File: src/rtl/host_fifo_pkg.sv
package host_fifo_pkg;
  localparam int DATA_W = 32;
  localparam int TAG_W  = 10;
  localparam int ADDR_W = 16;
  localparam int LEN_W  = 17;
  localparam int DROP_W = 8;

  localparam logic [ADDR_W-1:0] ADR_FREE = 16'h0018;
  localparam logic [ADDR_W-1:0] ADR_DROP = 16'h001C;
  localparam logic [ADDR_W-1:0] ADR_CTRL = 16'h0068;
  localparam logic [ADDR_W-1:0] ADR_WIN  = 16'h2000;

  typedef struct packed {
    logic [TAG_W-1:0]  tag;
    logic [DATA_W-1:0] data;
  } cmd_t;
endpackage

File: src/rtl/cmd_fifo.sv
module cmd_fifo
  import host_fifo_pkg::*;
#(
  parameter int DEPTH = 16,
  localparam int PW = (DEPTH > 1) ? $clog2(DEPTH) : 1,
  localparam int CW = $clog2(DEPTH + 1)
) (
  input  logic          clk_i,
  input  logic          rst_ni,
  input  logic          push_i,
  input  cmd_t          din_i,
  input  logic          pop_i,
  output cmd_t          dout_o,
  output logic [CW-1:0] count_o,
  output logic          full_o,
  output logic          empty_o
);
  cmd_t          mem_q [DEPTH];
  logic [PW-1:0] wr_q, rd_q;
  logic [CW-1:0] cnt_q;

  function automatic logic [PW-1:0] nxt(input logic [PW-1:0] p);
    return (p == PW'(DEPTH - 1)) ? '0 : p + 1'b1;
  endfunction

  always_ff @(posedge clk_i or negedge rst_ni) begin
    if (!rst_ni) begin
      wr_q  <= '0;
      rd_q  <= '0;
      cnt_q <= '0;
    end else begin
      if (push_i) wr_q <= nxt(wr_q);
      if (pop_i)  rd_q <= nxt(rd_q);
      if (push_i && !pop_i)      cnt_q <= cnt_q + 1'b1;
      else if (pop_i && !push_i) cnt_q <= cnt_q - 1'b1;
    end
  end

  always_ff @(posedge clk_i) begin
    if (push_i) mem_q[wr_q] <= din_i;
  end

  assign dout_o  = mem_q[rd_q];
  assign count_o = cnt_q;
  assign full_o  = (cnt_q == CW'(DEPTH));
  assign empty_o = (cnt_q == '0);

  assert_no_overflow_R8: assert property (@(posedge clk_i) disable iff (!rst_ni)
    push_i |-> (!full_o || pop_i));
  assert_no_underflow_R11: assert property (@(posedge clk_i) disable iff (!rst_ni)
    pop_i |-> !empty_o);
  assert_count_up_R3: assert property (@(posedge clk_i) disable iff (!rst_ni)
    (push_i && !pop_i) |=> (count_o == $past(count_o) + 1'b1));
  assert_full_pushpop_R10: assert property (@(posedge clk_i) disable iff (!rst_ni)
    (push_i && pop_i && full_o) |=> full_o);
endmodule

File: src/rtl/host_regs.sv
module host_regs
  import host_fifo_pkg::*;
#(
  parameter int DEPTH = 16,
  localparam int CW = $clog2(DEPTH + 1)
) (
  input  logic              clk_i,
  input  logic              rst_ni,
  input  logic              wr_i,
  input  logic              rd_i,
  input  logic [ADDR_W-1:0] addr_i,
  input  logic [DATA_W-1:0] wdata_i,
  input  logic              can_push_i,
  input  logic [CW-1:0]     count_i,
  output logic              want_o,
  output logic              push_o,
  output cmd_t              entry_o,
  output logic              retry_o,
  output logic [DATA_W-1:0] rdata_o
);
  localparam logic [DROP_W-1:0] DROP_MAX = '1;

  logic              retry_en_q, half_q;
  logic [TAG_W-1:0]  tag_q;
  logic [DROP_W-1:0] drop_q;
  logic              is_reg, is_win, drop, clr;

  assign is_reg = addr_i[ADDR_W-1];
  assign is_win = (addr_i == ADR_WIN);
  assign want_o = wr_i && (is_reg || (is_win && half_q));

  assign entry_o.tag  = is_reg ? addr_i[TAG_W+1:2] : tag_q;
  assign entry_o.data = wdata_i;

  assign push_o  = want_o && can_push_i;
  assign retry_o = want_o && !can_push_i && retry_en_q;
  assign drop    = want_o && !can_push_i && !retry_en_q;
  assign clr     = rd_i && (addr_i == ADR_DROP);

  always_ff @(posedge clk_i or negedge rst_ni) begin
    if (!rst_ni) begin
      retry_en_q <= 1'b0;
      half_q     <= 1'b0;
      tag_q      <= '0;
      drop_q     <= '0;
    end else begin
      if (wr_i && addr_i == ADR_CTRL) retry_en_q <= wdata_i[0];
      if (wr_i && is_win) begin
        if (!half_q) begin
          half_q <= 1'b1;
          tag_q  <= wdata_i[TAG_W-1:0];
        end else if (!retry_o) begin
          half_q <= 1'b0;  // accepted or dropped
        end
      end
      if (clr)                          drop_q <= DROP_W'(drop);
      else if (drop && drop_q != DROP_MAX) drop_q <= drop_q + 1'b1;
    end
  end

  always_comb begin
    rdata_o = '0;
    if (rd_i) begin
      unique case (addr_i)
        ADR_FREE: rdata_o = DATA_W'(DEPTH) - DATA_W'(count_i);
        ADR_DROP: rdata_o = DATA_W'(drop_q);
        ADR_CTRL: rdata_o = DATA_W'(retry_en_q);
        default:  rdata_o = '0;
      endcase
    end
  end

  assert_drop_count_R7: assert property (@(posedge clk_i) disable iff (!rst_ni)
    (drop && !clr && drop_q != DROP_MAX) |=> (drop_q == $past(drop_q) + 1'b1));
  assert_read_clears_R7: assert property (@(posedge clk_i) disable iff (!rst_ni)
    (clr && !drop) |=> (drop_q == '0));
  assert_ctrl_reset_R4: assert property (@(posedge clk_i) disable iff (!rst_ni)
    (wr_i && addr_i == ADR_CTRL) |=> (retry_en_q == $past(wdata_i[0])));
endmodule

File: src/rtl/dma_feeder.sv
module dma_feeder
  import host_fifo_pkg::*;
(
  input  logic             clk_i,
  input  logic             rst_ni,
  input  logic             start_i,
  input  logic [LEN_W-1:0] len_i,
  output logic             busy_o,
  input  logic             slot_i,
  input  logic             src_valid_i,
  input  logic [TAG_W-1:0] src_tag_i,
  input  logic [DATA_W-1:0] src_data_i,
  output logic             src_ready_o,
  output logic             push_o,
  output cmd_t             entry_o
);
  logic [LEN_W-1:0] rem_q;

  assign busy_o        = (rem_q != '0);
  assign src_ready_o   = busy_o && slot_i;
  assign push_o        = src_ready_o && src_valid_i;
  assign entry_o.tag   = src_tag_i;
  assign entry_o.data  = src_data_i;

  always_ff @(posedge clk_i or negedge rst_ni) begin
    if (!rst_ni)              rem_q <= '0;
    else if (start_i && !busy_o) rem_q <= len_i;
    else if (push_o)          rem_q <= rem_q - 1'b1;
  end

  assert_start_load_R8: assert property (@(posedge clk_i) disable iff (!rst_ni)
    (start_i && !busy_o) |=> (rem_q == $past(len_i)));
  assert_word_step_R8: assert property (@(posedge clk_i) disable iff (!rst_ni)
    (push_o && !start_i) |=> (rem_q == $past(rem_q) - 1'b1));
endmodule

File: src/rtl/host_cmd_fifo.sv
module host_cmd_fifo
  import host_fifo_pkg::*;
#(
  parameter int DEPTH = 16,
  localparam int CW = $clog2(DEPTH + 1)
) (
  input  logic              clk_i,
  input  logic              rst_ni,
  input  logic              host_wr_i,
  input  logic              host_rd_i,
  input  logic [ADDR_W-1:0] host_addr_i,
  input  logic [DATA_W-1:0] host_wdata_i,
  output logic [DATA_W-1:0] host_rdata_o,
  output logic              host_retry_o,
  input  logic              dma_start_i,
  input  logic [LEN_W-1:0]  dma_len_i,
  output logic              dma_busy_o,
  input  logic              dma_valid_i,
  input  logic [TAG_W-1:0]  dma_tag_i,
  input  logic [DATA_W-1:0] dma_data_i,
  output logic              dma_ready_o,
  output logic              out_valid_o,
  output logic [TAG_W-1:0]  out_tag_o,
  output logic [DATA_W-1:0] out_data_o,
  input  logic              out_ready_i
);
  logic          pop, can_push, full, empty;
  logic          h_want, h_push, d_push, push;
  logic [CW-1:0] count;
  cmd_t          h_entry, d_entry, din, dout;

  assign pop      = out_ready_i && !empty;
  assign can_push = !full || pop;  // a pop frees the slot in the same cycle
  assign push     = h_push || d_push;
  assign din      = h_push ? h_entry : d_entry;

  host_regs #(.DEPTH(DEPTH)) u_regs (
    .clk_i, .rst_ni,
    .wr_i(host_wr_i), .rd_i(host_rd_i), .addr_i(host_addr_i), .wdata_i(host_wdata_i),
    .can_push_i(can_push), .count_i(count),
    .want_o(h_want), .push_o(h_push), .entry_o(h_entry),
    .retry_o(host_retry_o), .rdata_o(host_rdata_o)
  );

  dma_feeder u_dma (
    .clk_i, .rst_ni,
    .start_i(dma_start_i), .len_i(dma_len_i), .busy_o(dma_busy_o),
    .slot_i(can_push && !h_want),
    .src_valid_i(dma_valid_i), .src_tag_i(dma_tag_i), .src_data_i(dma_data_i),
    .src_ready_o(dma_ready_o), .push_o(d_push), .entry_o(d_entry)
  );

  cmd_fifo #(.DEPTH(DEPTH)) u_fifo (
    .clk_i, .rst_ni,
    .push_i(push), .din_i(din), .pop_i(pop),
    .dout_o(dout), .count_o(count), .full_o(full), .empty_o(empty)
  );

  assign out_valid_o = !empty;
  assign out_tag_o   = dout.tag;
  assign out_data_o  = dout.data;

  assert_host_prio_R9: assert property (@(posedge clk_i) disable iff (!rst_ni)
    !(h_push && d_push));
  assert_retry_full_R6: assert property (@(posedge clk_i) disable iff (!rst_ni)
    host_retry_o |-> (count == CW'(DEPTH) && !out_ready_i));
  assert_valid_tracks_R11: assert property (@(posedge clk_i) disable iff (!rst_ni)
    (push && !pop) |=> out_valid_o);
endmodule

File: config.mk
export PLATFORM = sky130hd
export DESIGN_NAME = host_cmd_fifo
export DESIGN_NICKNAME = d
export VERILOG_FILES = /design/src/rtl/host_fifo_pkg.sv /design/src/rtl/cmd_fifo.sv /design/src/rtl/host_regs.sv /design/src/rtl/dma_feeder.sv /design/src/rtl/host_cmd_fifo.sv
export SDC_FILE = /design/constraint.sdc
export NUM_CORES = 1
export LEC_CHECK = 0
export BUFFER_PORTS_ARGS = -buffer_cell sky130_fd_sc_hd__buf_2
export CAP_MARGIN = 20
export CORE_ASPECT_RATIO = 0.6
export CORE_MARGIN = 8
export CORE_UTILIZATION = 30
export CTS_BUF_LIST = sky130_fd_sc_hd__clkbuf_4
export CTS_CLUSTER_SIZE = 24
export DETAILED_ROUTE_END_ITERATION = 10
export SYNTH_ARGS = -nofsm -noshare
export SYNTH_HDL_FRONTEND = slang
export SYNTH_SLANG_ARGS = --single-unit
File: constraint.sdc
create_clock -name clk_i -period 8 [get_ports clk_i]
set_clock_uncertainty 0.15 [all_clocks]
set_input_delay 0.8 -clock clk_i [delete_from_list [all_inputs] [get_ports clk_i]]
set_output_delay 0.8 -clock clk_i [all_outputs]
set_load 0.01 [all_outputs]
==> impl_results.md <==
* Power per cell area at between 300 and 400 nW/µm²
* Post-route minimum period at 5.10 ns
* Sequential Area at ~21,000 µm²
* Remaining DRCs at 0
* Fillers at around 9,000
* Post-Place Worst Slack at 3.25 ns
* Post-synth cell types at 62
* Initial DRC count at between 1,000 and 1,500
* Routed Antenna Nets at 0
* GPL Wtd Cong at ~0.8
* Die H at approximately 260 µm
* Nets at between 1,500 and 2,000
* Worst EP required at 7.05 ns
* Setup TNS at 0 ns
* Num ports at 192
* Main synth FF type: edfxtp_1
* Peak supply drop at 0.181 mV
* Clk slew on worst S/H paths at 0.07 ns
* Clk buf depth at 3
* TritonCTS buffer count at 168
* Worst-Skew Late Latency at 0.90 ns
* Vias per inst at about 4.9
* Worst hold path type: input pin to register
* Worst Path Max Fanout at 43
* Fraction of layout cells with a size suffix above 1 at between 40% and 50%
* Sequential fraction of the synthesis area at about 73%
* First-pass GRT wire length at roughly 110,000 µm
* Port-buffer cells at 191
* Crit path kind: register to output port
* Area leader, netlist: edfxtp_1
* Max cap viols at 0
* Synthesized area at 29,200 µm²
* Critical path data arrival time at approximately 4.2 ns
* Final Cell Area at about 34,000 µm²
* Overflow after GRT at 0
* Slew Limit Headroom at around 27%
* TritonRoute pass-1 iters at 5
* Routed WL at between 70,000 and 80,000 µm
* Std cell rows at a little under 90
* Area grow syn2layout at 16.4%
* Worst setup margin at approximately 2.9 ns
* Highest clock rate at around 0.20 GHz
* Period utilisation layout at 63.8%
* Multi-input logic area at slightly above 7000 µm²
* Starting Density at 30.3%
* CP Launch Type: register
* Hold Fails Final Rpt at 0
* Leakage dissipation at 11.4 nW
* Syn Area/Cell at between 20 and 25 µm²
* Max Slew Vio Count at 0
* Final HPWL DP at ~40,000 µm
* Total GRT Usage at between 10% and 20%
* Post-CTS Setup Inserts at 0
* Crit path capture type: output port
* Die ar. at around 110,000 µm²
* Worst-Margin Slew at between 1 and 1.5 ns
* Setup violations, final at 0
* Async S/R FF share, synth at about 6.9%
* Vias at 15,100
* YS warnings at 0
* Core Util, Final at between 30% and 40%
* Syn Inst Count at roughly 1,400
* Number of global-route vias before repair at 16,600
* WL per Instance at 23.2 µm
* Placed inst area at roughly 32,000 µm²
* RSZ-0062 raised after global routing: false
* Seq cells post-synth at approximately 720
* Synth top area share at a little under 70%
* Clock sink count at about 720
* Worst Hold Margin at between 0.1 and 0.15 ns
* Post-synth EDFFs at 672
* Number of H-tree levels at 4
* Status: finished clean
* Die X-Extent at 418 µm
* Initial antenna violation count at 4
* Synthesized Nets at 1,501
* Core area at 96,200 µm²
* Root Buffer: clkbuf_4
* CTS tree: done
* Synth area leaders: edfxtp_1, mux4_2, dfrtp_1
* Largest net degree at the start of global routing at slightly above 90
-- final timing paths --
kind                                   startpoint              endpoint  slack, ns  cells past startpoint
worst max-delay path               u_fifo.rd_q[0]          out_tag_o[4]       2.90                      4
worst min-delay path              host_wdata_i[8]       u_regs.tag_q[8]       0.11                      2
worst max register to register  u_fifo.count_o[0]  u_fifo.mem_q[10][29]       3.67                      9
worst min register to register     u_dma.rem_q[3]        u_dma.rem_q[3]       0.36                      1
max in group asynchronous                  rst_ni        u_fifo.rd_q[2]       6.77                      3
min in group asynchronous                  rst_ni      u_regs.drop_q[5]       0.40                      3
-- Yosys cell counts (3+ instances only) --
master,instances
ha_1,15
a21o_1,5
nand3_1,14
nor3_1,13
nand4_1,9
buf_2,14
nand2_1,30
o31ai_1,5
nand3b_1,3
nor2b_1,4
a21oi_1,27
inv_1,14
dfrtp_1,50
buf_1,8
nor2_1,21
edfxtp_1,672
mux2i_1,22
mux2_1,32
and2_1,6
buf_4,23
xor2_1,3
o21ai_0,30
a221oi_1,3
mux4_2,210
or3_1,3
xnor2_1,5
and3_1,21
and4b_1,3
buf_6,3
or4_1,5
clkbuf_1,42
mux2_2,15
-- layout make-up --
class | count | area share, %
Timing Repair Buffer | 249 | 4.34
Clock buffer | 232 | 5.13
Sequential cell | 722 | 63.2
Clock inverter | 50 | 1.08
Antenna cell | 1 | 0.00737
Multi-Input combinational cell | 544 | 21.3
Tap cell | 1305 | 4.81
Inverter | 15 | 0.166
-- metrics by stage --
stage	power, W	cells
floorplan	0.00717	1371
global route	0.0119	3118
CTS	0.0115	3116
finish	0.0112	3118
detailed placement	0.00846	2809
global placement	0.00839	2808
-- report_power, final --
part           internal [W]  switching, W  leakage, nW
clock               0.00153       0.00142         1.24
sequential          0.00469      0.000310         6.73
combinational       0.00153       0.00175         3.42
total               0.00775       0.00348         11.4
-- placed cells by master, fill, tap and decap left out, types with 6 or more instances in the layout --
cell	synthesis	final
buf_2	14	191
o21ai_0	30	28
clkbuf_4	0	232
and3_1	21	9
inv_1	14	14
mux2i_1	22	22
dfrtp_1	50	46
mux4_2	210	210
mux2_2	15	15
dlygate4sd3_1	0	25
nand4_1	9	9
clkinv_1	1	32
buf_4	23	30
mux2_1	32	32
nand2_1	30	30
bufinv_16	0	6
ha_1	15	15
a21oi_1	27	27
edfxtp_1	672	672
nor3_1	13	13
nand3_1	14	14
and3_2	0	12
nor2_1	21	21
-- cells by family after synthesis --
| logic type | synth area share [%] |
|---|---|
| mux | 18.8 |
| fa+ha+maj | 0.712 |
| compound gates | 2.08 |
| xor+xnor | 0.240 |
| flops | 73.5 |
| simple gates | 2.90 |
| buf+inv | 1.79 |
-- metal layers --
layer	wire (µm)	vias to the layer above	GRT usage, %
met5	0	-	0
met4	1540	0	4.01
met3	4750	110	3.55
met2	34100	558	20.8
met1	31900	7969	18.0
li1	-	6498	-
-- timing repair --
item | in CTS | in global routing
hold buffers | 25 | 0
resized for setup | 0 | 0
hold endpoints to repair | 74 | 0
-- critical path: stages (launching register included) --
cell	delay (ns)
dfrtp_4	1.01
buf_4	0.78
mux4_2	0.61
mux4_2	0.57
buf_2	0.18
-- state kept, by name, summed over array words and instances (netlist names) --
signal             flops
u_regs.half_q          1
u_regs.tag_q          10
u_fifo.count_o         5
u_fifo.rd_q            4
u_dma.rem_q           17
u_fifo.mem_q         672
u_regs.drop_q          8
u_fifo.wr_q            4
u_regs.retry_en_q      1
Power figures use the tool's default switching activity.
